**src/rtl/commutation_sequencer.sv**
```systemverilog
module commutation_sequencer #(
  parameter int CW = 16
) (
  input  logic          clk,
  input  logic          rst_n,
  input  logic          run,
  input  logic          dir,
  input  logic          step_mode,
  input  logic          brake_pin,
  input  logic          brake_bit,
  input  logic [1:0]    blank_sel,
  input  logic [CW-1:0] blank_len,
  input  logic [CW-1:0] wd_len,
  input  logic [CW-1:0] step_len,
  input  logic          zc_in,
  output logic [2:0]    hs_en,
  output logic [2:0]    ls_en,
  output logic [2:0]    phase_state,
  output logic          fcom
);

  logic [2:0]    st;
  logic [CW-1:0] age, bacc, icnt, dly;
  logic          seen, pend;

  wire          on      = run & rst_n;
  wire          blank   = bacc < blank_len;
  wire [2:0]    rate    = {1'b0, blank_sel} + 3'd1;
  wire [CW:0]   bsum    = {1'b0, bacc} + {{(CW-2){1'b0}}, rate};
  wire [CW:0]   age1    = {1'b0, age} + {{CW{1'b0}}, 1'b1};
  wire          want_hi = ~st[0] ^ dir;

  wire zc_ok    = on & ~step_mode & ~blank & ~seen & (zc_in == want_hi);
  wire wd_fire  = on & ~step_mode & ~seen & (age1 >= {1'b0, wd_len});
  wire dly_fire = on & ~step_mode & pend & (dly <= CW'(2));
  wire stp_fire = on & step_mode & (age1 >= {1'b0, step_len});
  wire comm     = wd_fire | dly_fire | stp_fire;

  wire [2:0] nxt = dir ? ((st == 3'd1) ? 3'd6 : st - 3'd1)
                       : ((st == 3'd6) ? 3'd1 : st + 3'd1);

  always_ff @(posedge clk or negedge rst_n) begin
    if (!rst_n) begin
      st <= 3'd1; age <= '0; bacc <= '0; icnt <= '0; dly <= '0;
      seen <= 1'b0; pend <= 1'b0; fcom <= 1'b0;
    end else if (!run) begin
      st <= 3'd1; age <= '0; bacc <= '0; icnt <= '0; dly <= '0;
      seen <= 1'b0; pend <= 1'b0;
    end else begin
      if (comm) begin
        st <= nxt; age <= '0; bacc <= '0; seen <= 1'b0; pend <= 1'b0;
      end else begin
        if (!(&age)) age <= age1[CW-1:0];
        if (blank) bacc <= bsum[CW] ? '1 : bsum[CW-1:0];
        if (pend) dly <= (dly > CW'(2)) ? dly - CW'(2) : '0;
        if (zc_ok) seen <= 1'b1;
      end
      if (zc_ok) begin
        fcom <= ~fcom;
        icnt <= '0;
        if (!comm) begin
          dly  <= icnt;
          pend <= 1'b1;
        end
      end else if (!blank && !step_mode && !(&icnt)) begin
        icnt <= icnt + 1'b1;
      end
    end
  end

  logic [2:0] hs_tab, ls_tab;
  always_comb begin
    case (st)
      3'd1:    begin hs_tab = 3'b001; ls_tab = 3'b100; end
      3'd2:    begin hs_tab = 3'b001; ls_tab = 3'b010; end
      3'd3:    begin hs_tab = 3'b100; ls_tab = 3'b010; end
      3'd4:    begin hs_tab = 3'b100; ls_tab = 3'b001; end
      3'd5:    begin hs_tab = 3'b010; ls_tab = 3'b001; end
      3'd6:    begin hs_tab = 3'b010; ls_tab = 3'b100; end
      default: begin hs_tab = 3'b000; ls_tab = 3'b000; end
    endcase
  end

  assign hs_en       = !on ? 3'b000 : (brake_pin | brake_bit) ? 3'b000 : hs_tab;
  assign ls_en       = !on ? 3'b000 : (brake_pin | brake_bit) ? 3'b111 : ls_tab;
  assign phase_state = st;

  AST_STATE_LEGAL: assert property (@(posedge clk) disable iff (!rst_n)
    (st >= 3'd1) && (st <= 3'd6));
  AST_NO_SHOOT: assert property (@(posedge clk) disable iff (!rst_n)
    (on && !brake_pin && !brake_bit) |->
      ($countones(hs_en) == 1 && $countones(ls_en) == 1 && (hs_en & ls_en) == 3'b000));
  AST_START_ONE: assert property (@(posedge clk) disable iff (!rst_n)
    (run && !$past(run)) |-> st == 3'd1);
  AST_FCOM_UNBLANKED: assert property (@(posedge clk) disable iff (!rst_n)
    !$stable(fcom) |-> !$past(blank));
  AST_WD_BOUND: assert property (@(posedge clk) disable iff (!rst_n)
    (on && !step_mode && $past(run) && !$past(step_mode) && !seen && wd_len != '0) |-> age < wd_len);
  AST_STEP_HOLD: assert property (@(posedge clk) disable iff (!rst_n)
    ($past(step_mode) && $past(run)) |-> $stable(fcom));

endmodule

```
**config.mk**
```make
export PLATFORM = sky130hd
export DESIGN_NAME = commutation_sequencer
export DESIGN_NICKNAME = d
export VERILOG_FILES = /design/src/rtl/commutation_sequencer.sv
export SDC_FILE = /design/constraint.sdc
export NUM_CORES = 1
export LEC_CHECK = 0
export ABC_AREA = 0
export BUFFER_PORTS_ARGS = -buffer_cell sky130_fd_sc_hd__buf_4
export CAP_MARGIN = 10
export CORE_ASPECT_RATIO = 0.75
export CORE_UTILIZATION = 50
export CTS_CLUSTER_DIAMETER = 40
export DETAILED_ROUTE_END_ITERATION = 10
export PLACE_DENSITY_LB_ADDON = 0.08
export SYNTH_ARGS = -nofsm -noshare
export SYNTH_HDL_FRONTEND = slang
export SYNTH_SLANG_ARGS = --single-unit
```
**constraint.sdc**
```tcl
create_clock -name clk -period 7.91 [get_ports clk]
set_clock_uncertainty 0.2 [all_clocks]
set_input_delay 1.582 -clock clk [delete_from_list [all_inputs] [get_ports clk]]
set_output_delay 1.582 -clock clk [all_outputs]
set_load 0.03 [all_outputs]
```
==> impl_metrics.json, run 1 <==
{
  "status": "complete, no violations",
  "seq_area_frac_synth_pct": 31.0,
  "area_growth_pct": 15.5,
  "yosys.area_share.simple_pct": 23.0,
  "slew_headroom_pct": 34.7,
  "period_minus_slack_ns": 4.74,
  "viasPerCell": 5.76,
  "synth_top_family_by_area": "simple AND/OR/NAND/NOR gates",
  "via_count": 4943,
  "wl_per_cell_microns": 16.3,
  "cts_tree": "yes",
  "drtPass1Iterations": 5,
  "n_antenna_cell": 0,
  "required_ns": 6.13,
  "synth-edff-count": 0,
  "maxCapViolCount": 0,
  "io_pins": 68,
  "maxSlewViolCount": 0,
  "tightest_slew_ns": 0.979,
  "synth-seq-cells": 70,
  "synth_area_leader_cell": "dfrtp_1",
  "yosys_warnings": 0,
  "critPathArrivalTime_ns": 2.96,
  "synthAdderAreaFrac_pct": 13.2,
  "synth.area.top_cells": "dfrtp_1, ha_1, inv_1",
  "synth_xor_area_share_pct": 7.75,
  "port_buffers": 67,
  "grt_pass1_vias": 4663,
  "avgSynthCellArea_sq_um": 8.61,
  "htree_levels": 3,
  "hold_viol": 0,
  "hold_path.class": "reg2reg",
  "synthFlopType": "dfrtp_1",
  "drc": 0,
  "clock_sinks": 70,
  "powerDensity_mw_per_mm2": 138,
  "hp-start": "fcom",
  "synthesis.instances": 656,
  "dieWidth_microns": 125,
  "critPathLaunch": "run",
  "setup_tns_ns": 0,
  "cp_max_fo": 14,
  "ctsResizeCount": 0,
  "critical_path_class": "in2out",
  "clk_latency_ns": 0.33,
  "antenna_left": 0,
  "final_area_sq_mm": 0.00652,
  "grt_pass1_wl_microns": 23500,
  "path_clk_slew_ns": 0.06,
  "endpoint_kind": "output port",
  "synth_common_cells": "inv_1, dfrtp_1, ha_1",
  "start_util_pct": 51.6,
  "drive_gt1_share_pct": 14.6,
  "cts-root-buf": "clkbuf_16",
  "rows": 33,
  "dp_hpwl_microns": 10200,
  "synth_cell_types": 69,
  "finalCritPeriodShare_pct": 59.9,
  "ir_worst_vdd_mv": 0.0947,
  "gr-total-overflow": 0,
  "finalNetCount": 830,
  "finalPower_mw": 0.902,
  "finalWirelength_microns": 13900,
  "synthArstFlopShare_pct": 100,
  "crit_path_start_kind": "input port",
  "synth_compound_area_share_pct": 16.4,
  "core_sq_mm": 0.0109,
  "die_area_sq_mm": 0.0117,
  "drtIter0Drc": 363,
  "ctsLongestPathBuffers": 2,
  "die_h_microns": 94.1,
  "worstReg2RegStart": "age[3]",
  "finalSetupViolCount": 0,
  "rsz0062_at_grt": "false",
  "place_congestion": 0.876,
  "clock.fmax_ghz": 0.211,
  "p_leak_nw": 3.21,
  "antenna_found_initial": 0,
  "placed_area_sq_mm": 0.00624,
  "grt.total_usage_pct": 25.0,
  "syn_area_sq_mm": 0.00565,
  "cts_buffers": 9,
  "grt_max_degree": 69,
  "synth.most_common_cell": "inv_1",
  "syn_nets": 773,
  "synth_top_area_share_pct": 30.6,
  "synthMuxAreaShare_pct": 1.26,
  "holdBufCountCts": 0,
  "cts_setup_buffers": 0
}
[where the power goes]
| group | leakage, nW | switching, mW | internal (mW) |
|---|---|---|---|
| combinational | 2.10 | 0.0750 | 0.0604 |
| sequential | 0.967 | 0.0105 | 0.364 |
| clock | 0.142 | 0.154 | 0.237 |
| total | 3.21 | 0.240 | 0.662 |
[cell usage in the layout, fill, tap and decap left out, types with 7 or more instances in the layout]
| cell | instances |
|---|---|
| o21ai_0 | 9 |
| nor4_1 | 7 |
| o22ai_1 | 7 |
| nand4_1 | 17 |
| xnor2_1 | 24 |
| nand2_1 | 49 |
| buf_4 | 71 |
| nand3_1 | 28 |
| nor3_1 | 22 |
| clkbuf_16 | 9 |
| a21oi_1 | 56 |
| inv_1 | 78 |
| and3_1 | 15 |
| nor2_1 | 52 |
| dfrtp_1 | 69 |
| ha_1 | 58 |
| xor2_1 | 26 |
[per-layer routing]
metal / GRT usage, % / up-vias / part of all wire, %
met1: 37.2 / 2324 / 50
met4: 5.72 / 0 / 0.79
met2: 37.2 / 153 / 43
li1: - / 2454 / -
met5: 0 / - / 0
met3: 4.67 / 12 / 6.3
[logic make-up after synthesis]
logic type               Yosys count
XOR/XNOR                          50
flip-flops                        70
AO/OA/AOI/OAI                    130
adder cells (fa/ha/maj)           59
multiplexers                       7
AND/OR/NAND/NOR                  237
buffers and inverters            103
[cell type report]
cell class | instances | area, sq um
sequential | 70 | 1750
fill | 970 | 4420
multi-input combinational | 483 | 3480
tap | 140 | 175
clock buffer | 13 | 270
inverter | 78 | 293
timing repair buffer | 71 | 533
clock inverter | 3 | 17.5
[final timing paths]
kind,end,slack (ns),cells past startpoint
min reg2reg,fcom,0.35,1
max reg2reg,phase_state[0],3.50,15
max in group asynchronous,bacc[15],5.61,2
max,hs_en[1],3.17,5
min in group asynchronous,phase_state[1],0.85,1
min,fcom,0.35,1
[state kept, by name, indices dropped and copies added, names as in the netlist]
register / flops
age: 16
bacc: 16
dly: 16
icnt: 16
phase_state: 3
fcom: 1
pend: 1
seen: 1
[critical path, cell delays in order]
cell	delay, ns
buf_4	0.12
inv_1	0.22
nor2_1	0.58
o2111a_1	0.30
buf_4	0.16
[stage by stage]
step | std cells | setup WS, ns | hold WS, ns | utilization [%]
3_5_place_dp | 842 | 3.00 | 0.319 | 57.0
5_1_grt | 858 | 3.04 | 0.364 | 59.6
6_report | 858 | 3.17 | 0.347 | 59.6
3_3_place_gp | 842 | 3.18 | 0.323 | 57.0
2_1_floorplan | 656 | 2.96 | 0.294 | -
4_1_cts | 858 | 3.17 | 0.333 | 59.6
Note: power is estimated with default switching activity, not from simulation.
==> run 2: changes to the inputs <==
Clock period 7.91 ns to 4.9 ns, I/O delays scaled along.
==> impl_metrics.json, run 2 (same netlist as run 1, synthesis figures left out) <==
{
  "drive_gt1_share_pct": 14.9,
  "powerDensity_mw_per_mm2": 226,
  "wl_met2_microns": 6080,
  "maxCapViolCount": 0,
  "grt_pass1_wl_microns": 23600,
  "p_leak_nw": 3.22,
  "critPathArrivalTime_ns": 4.48,
  "holdBufCountCts": 0,
  "period_minus_slack_ns": 4.42,
  "crit_path_start_kind": "register",
  "slew_headroom_pct": 32.5,
  "maxSlewViolCount": 0,
  "rsz0062_at_grt": "false",
  "worstReg2RegStart": "age[2]",
  "grt_max_degree": 70,
  "drtIter0Drc": 270,
  "drc": 0,
  "finish.utilization_pct": 59.8,
  "finalSetupViolCount": 0,
  "critical_path_class": "reg2reg",
  "cts_tree": "yes",
  "maxUsedRoutingLayer": "met4",
  "status": "complete, no violations",
  "die_area_sq_mm": 0.0117,
  "wl_met3_microns": 1000,
  "drtPass1Iterations": 5,
  "finalPower_mw": 1.48,
  "critPathLaunch": "age[2]",
  "r2r_slack_ns": 0.48,
  "viasPerCell": 5.84,
  "clk_latency_ns": 0.33,
  "grt_pass1_vias": 4846,
  "hold_viol": 0,
  "tightest_slew_ns": 1.01,
  "endpoint": "phase_state[0]",
  "cts_buffers": 9,
  "antenna_left": 0,
  "hold_path.class": "in2async",
  "ir_worst_vdd_mv": 0.142,
  "dp_hpwl_microns": 10000,
  "placed_area_sq_mm": 0.00624,
  "final_cell_mix": "inv_1, buf_4, dfrtp_1",
  "via_count": 5015,
  "slowest_delay_ns": 0.47,
  "antenna_found_initial": 0,
  "rows": 33,
  "wl_per_cell_microns": 16.2,
  "clock.fmax_ghz": 0.226,
  "cts_setup_buffers": 0,
  "finalNetCount": 831,
  "cp_max_fo": 11,
  "required_ns": 4.96,
  "ctsLongestPathBuffers": 2,
  "area_growth_pct": 15.8,
  "dieWidth_microns": 125,
  "endpoint_kind": "register",
  "finalWirelength_microns": 13900,
  "dp.cells": 843,
  "finalCritPeriodShare_pct": 90.2,
  "cp_slowest_cell": "o32a_1",
  "fin_cells": 859,
  "io_pins": 68,
  "met1_length_microns": 6690,
  "htree_levels": 3,
  "die_h_microns": 94.1,
  "place_congestion": 0.837,
  "clock_sinks": 70,
  "ctsResizeCount": 0,
  "r2r_cells": 15,
  "core_sq_mm": 0.0109,
  "port_buffers": 67,
  "path_clk_slew_ns": 0.06,
  "setup_tns_ns": 0,
  "cts-root-buf": "clkbuf_16",
  "layout_commonest_cell": "inv_1",
  "grt.total_usage_pct": 25.0,
  "cp_cell_sequence": "and3_1 -> and3_1 -> and2_1 -> nand3_1 -> nor2_1 -> xnor2_1 -> inv_1 -> ha_1 -> nand3_1 -> nor4_1 -> nand2_1 -> a21oi_1 -> a2bb2oi_4 -> nand2_1 -> o32a_1",
  "n_antenna_cell": 0,
  "start_util_pct": 51.6,
  "final_area_sq_mm": 0.00654,
  "rr_endpoint": "phase_state[0]",
  "gr-total-overflow": 0
}
[run 2: cell type report]
| class | count | area (sq um) |
|---|---|---|
| timing repair buffer | 72 | 541 |
| sequential | 70 | 1750 |
| fill | 1007 | 4400 |
| inverter | 78 | 293 |
| clock inverter | 7 | 72.6 |
| multi-input combinational | 483 | 3480 |
| clock buffer | 9 | 225 |
| tap | 140 | 175 |
[run 2: worst min path at each step]
stage	startpoint	to	slack (ns)	depth (start not counted)
2_1_floorplan	dly[0]	dly[0]	0.29	1
3_3_place_gp	dly[0]	dly[0]	0.31	1
3_5_place_dp	fcom	fcom	0.32	1
4_1_cts	rst_n	phase_state[1]	0.23	1
5_1_grt	rst_n	phase_state[1]	0.23	1
6_report	rst_n	phase_state[1]	0.23	1
[run 2: worst max-delay path, delay by kind of cell (launching register included)]
family | cells | cell delay (ns)
adders and majority gates | 1 | 0.33
AOI/OAI and AO/OA | 3 | 1.20
buffers and inverters | 1 | 0.12
xor gates and xnor gates | 1 | 0.18
DFF | 1 | 0.39
and+or+nand+nor | 9 | 1.91
[run 2: through the flow]
stage / setup WS [ns] / hold WS, ns
floorplan: 1.15 / 0.294
global placement: 0.603 / 0.309
detailed placement: 0.526 / 0.317
CTS: 0.484 / 0.226
global route: 0.114 / 0.226
finish: 0.480 / 0.233
[run 2: power breakdown]
part           total [mW]  leakage, nW  switching [mW]  internal (mW)
clock network       0.657        0.142           0.261          0.396
logic               0.220         2.11           0.122         0.0977
registers           0.604        0.967          0.0157          0.588
[run 2: per-layer routing]
| metal | vias up | track usage [%] |
|---|---|---|
| li1 | 2461 | - |
| met1 | 2367 | 35.9 |
| met2 | 172 | 38.9 |
| met3 | 15 | 4.78 |
| met4 | 0 | 5.32 |
| met5 | - | 0 |
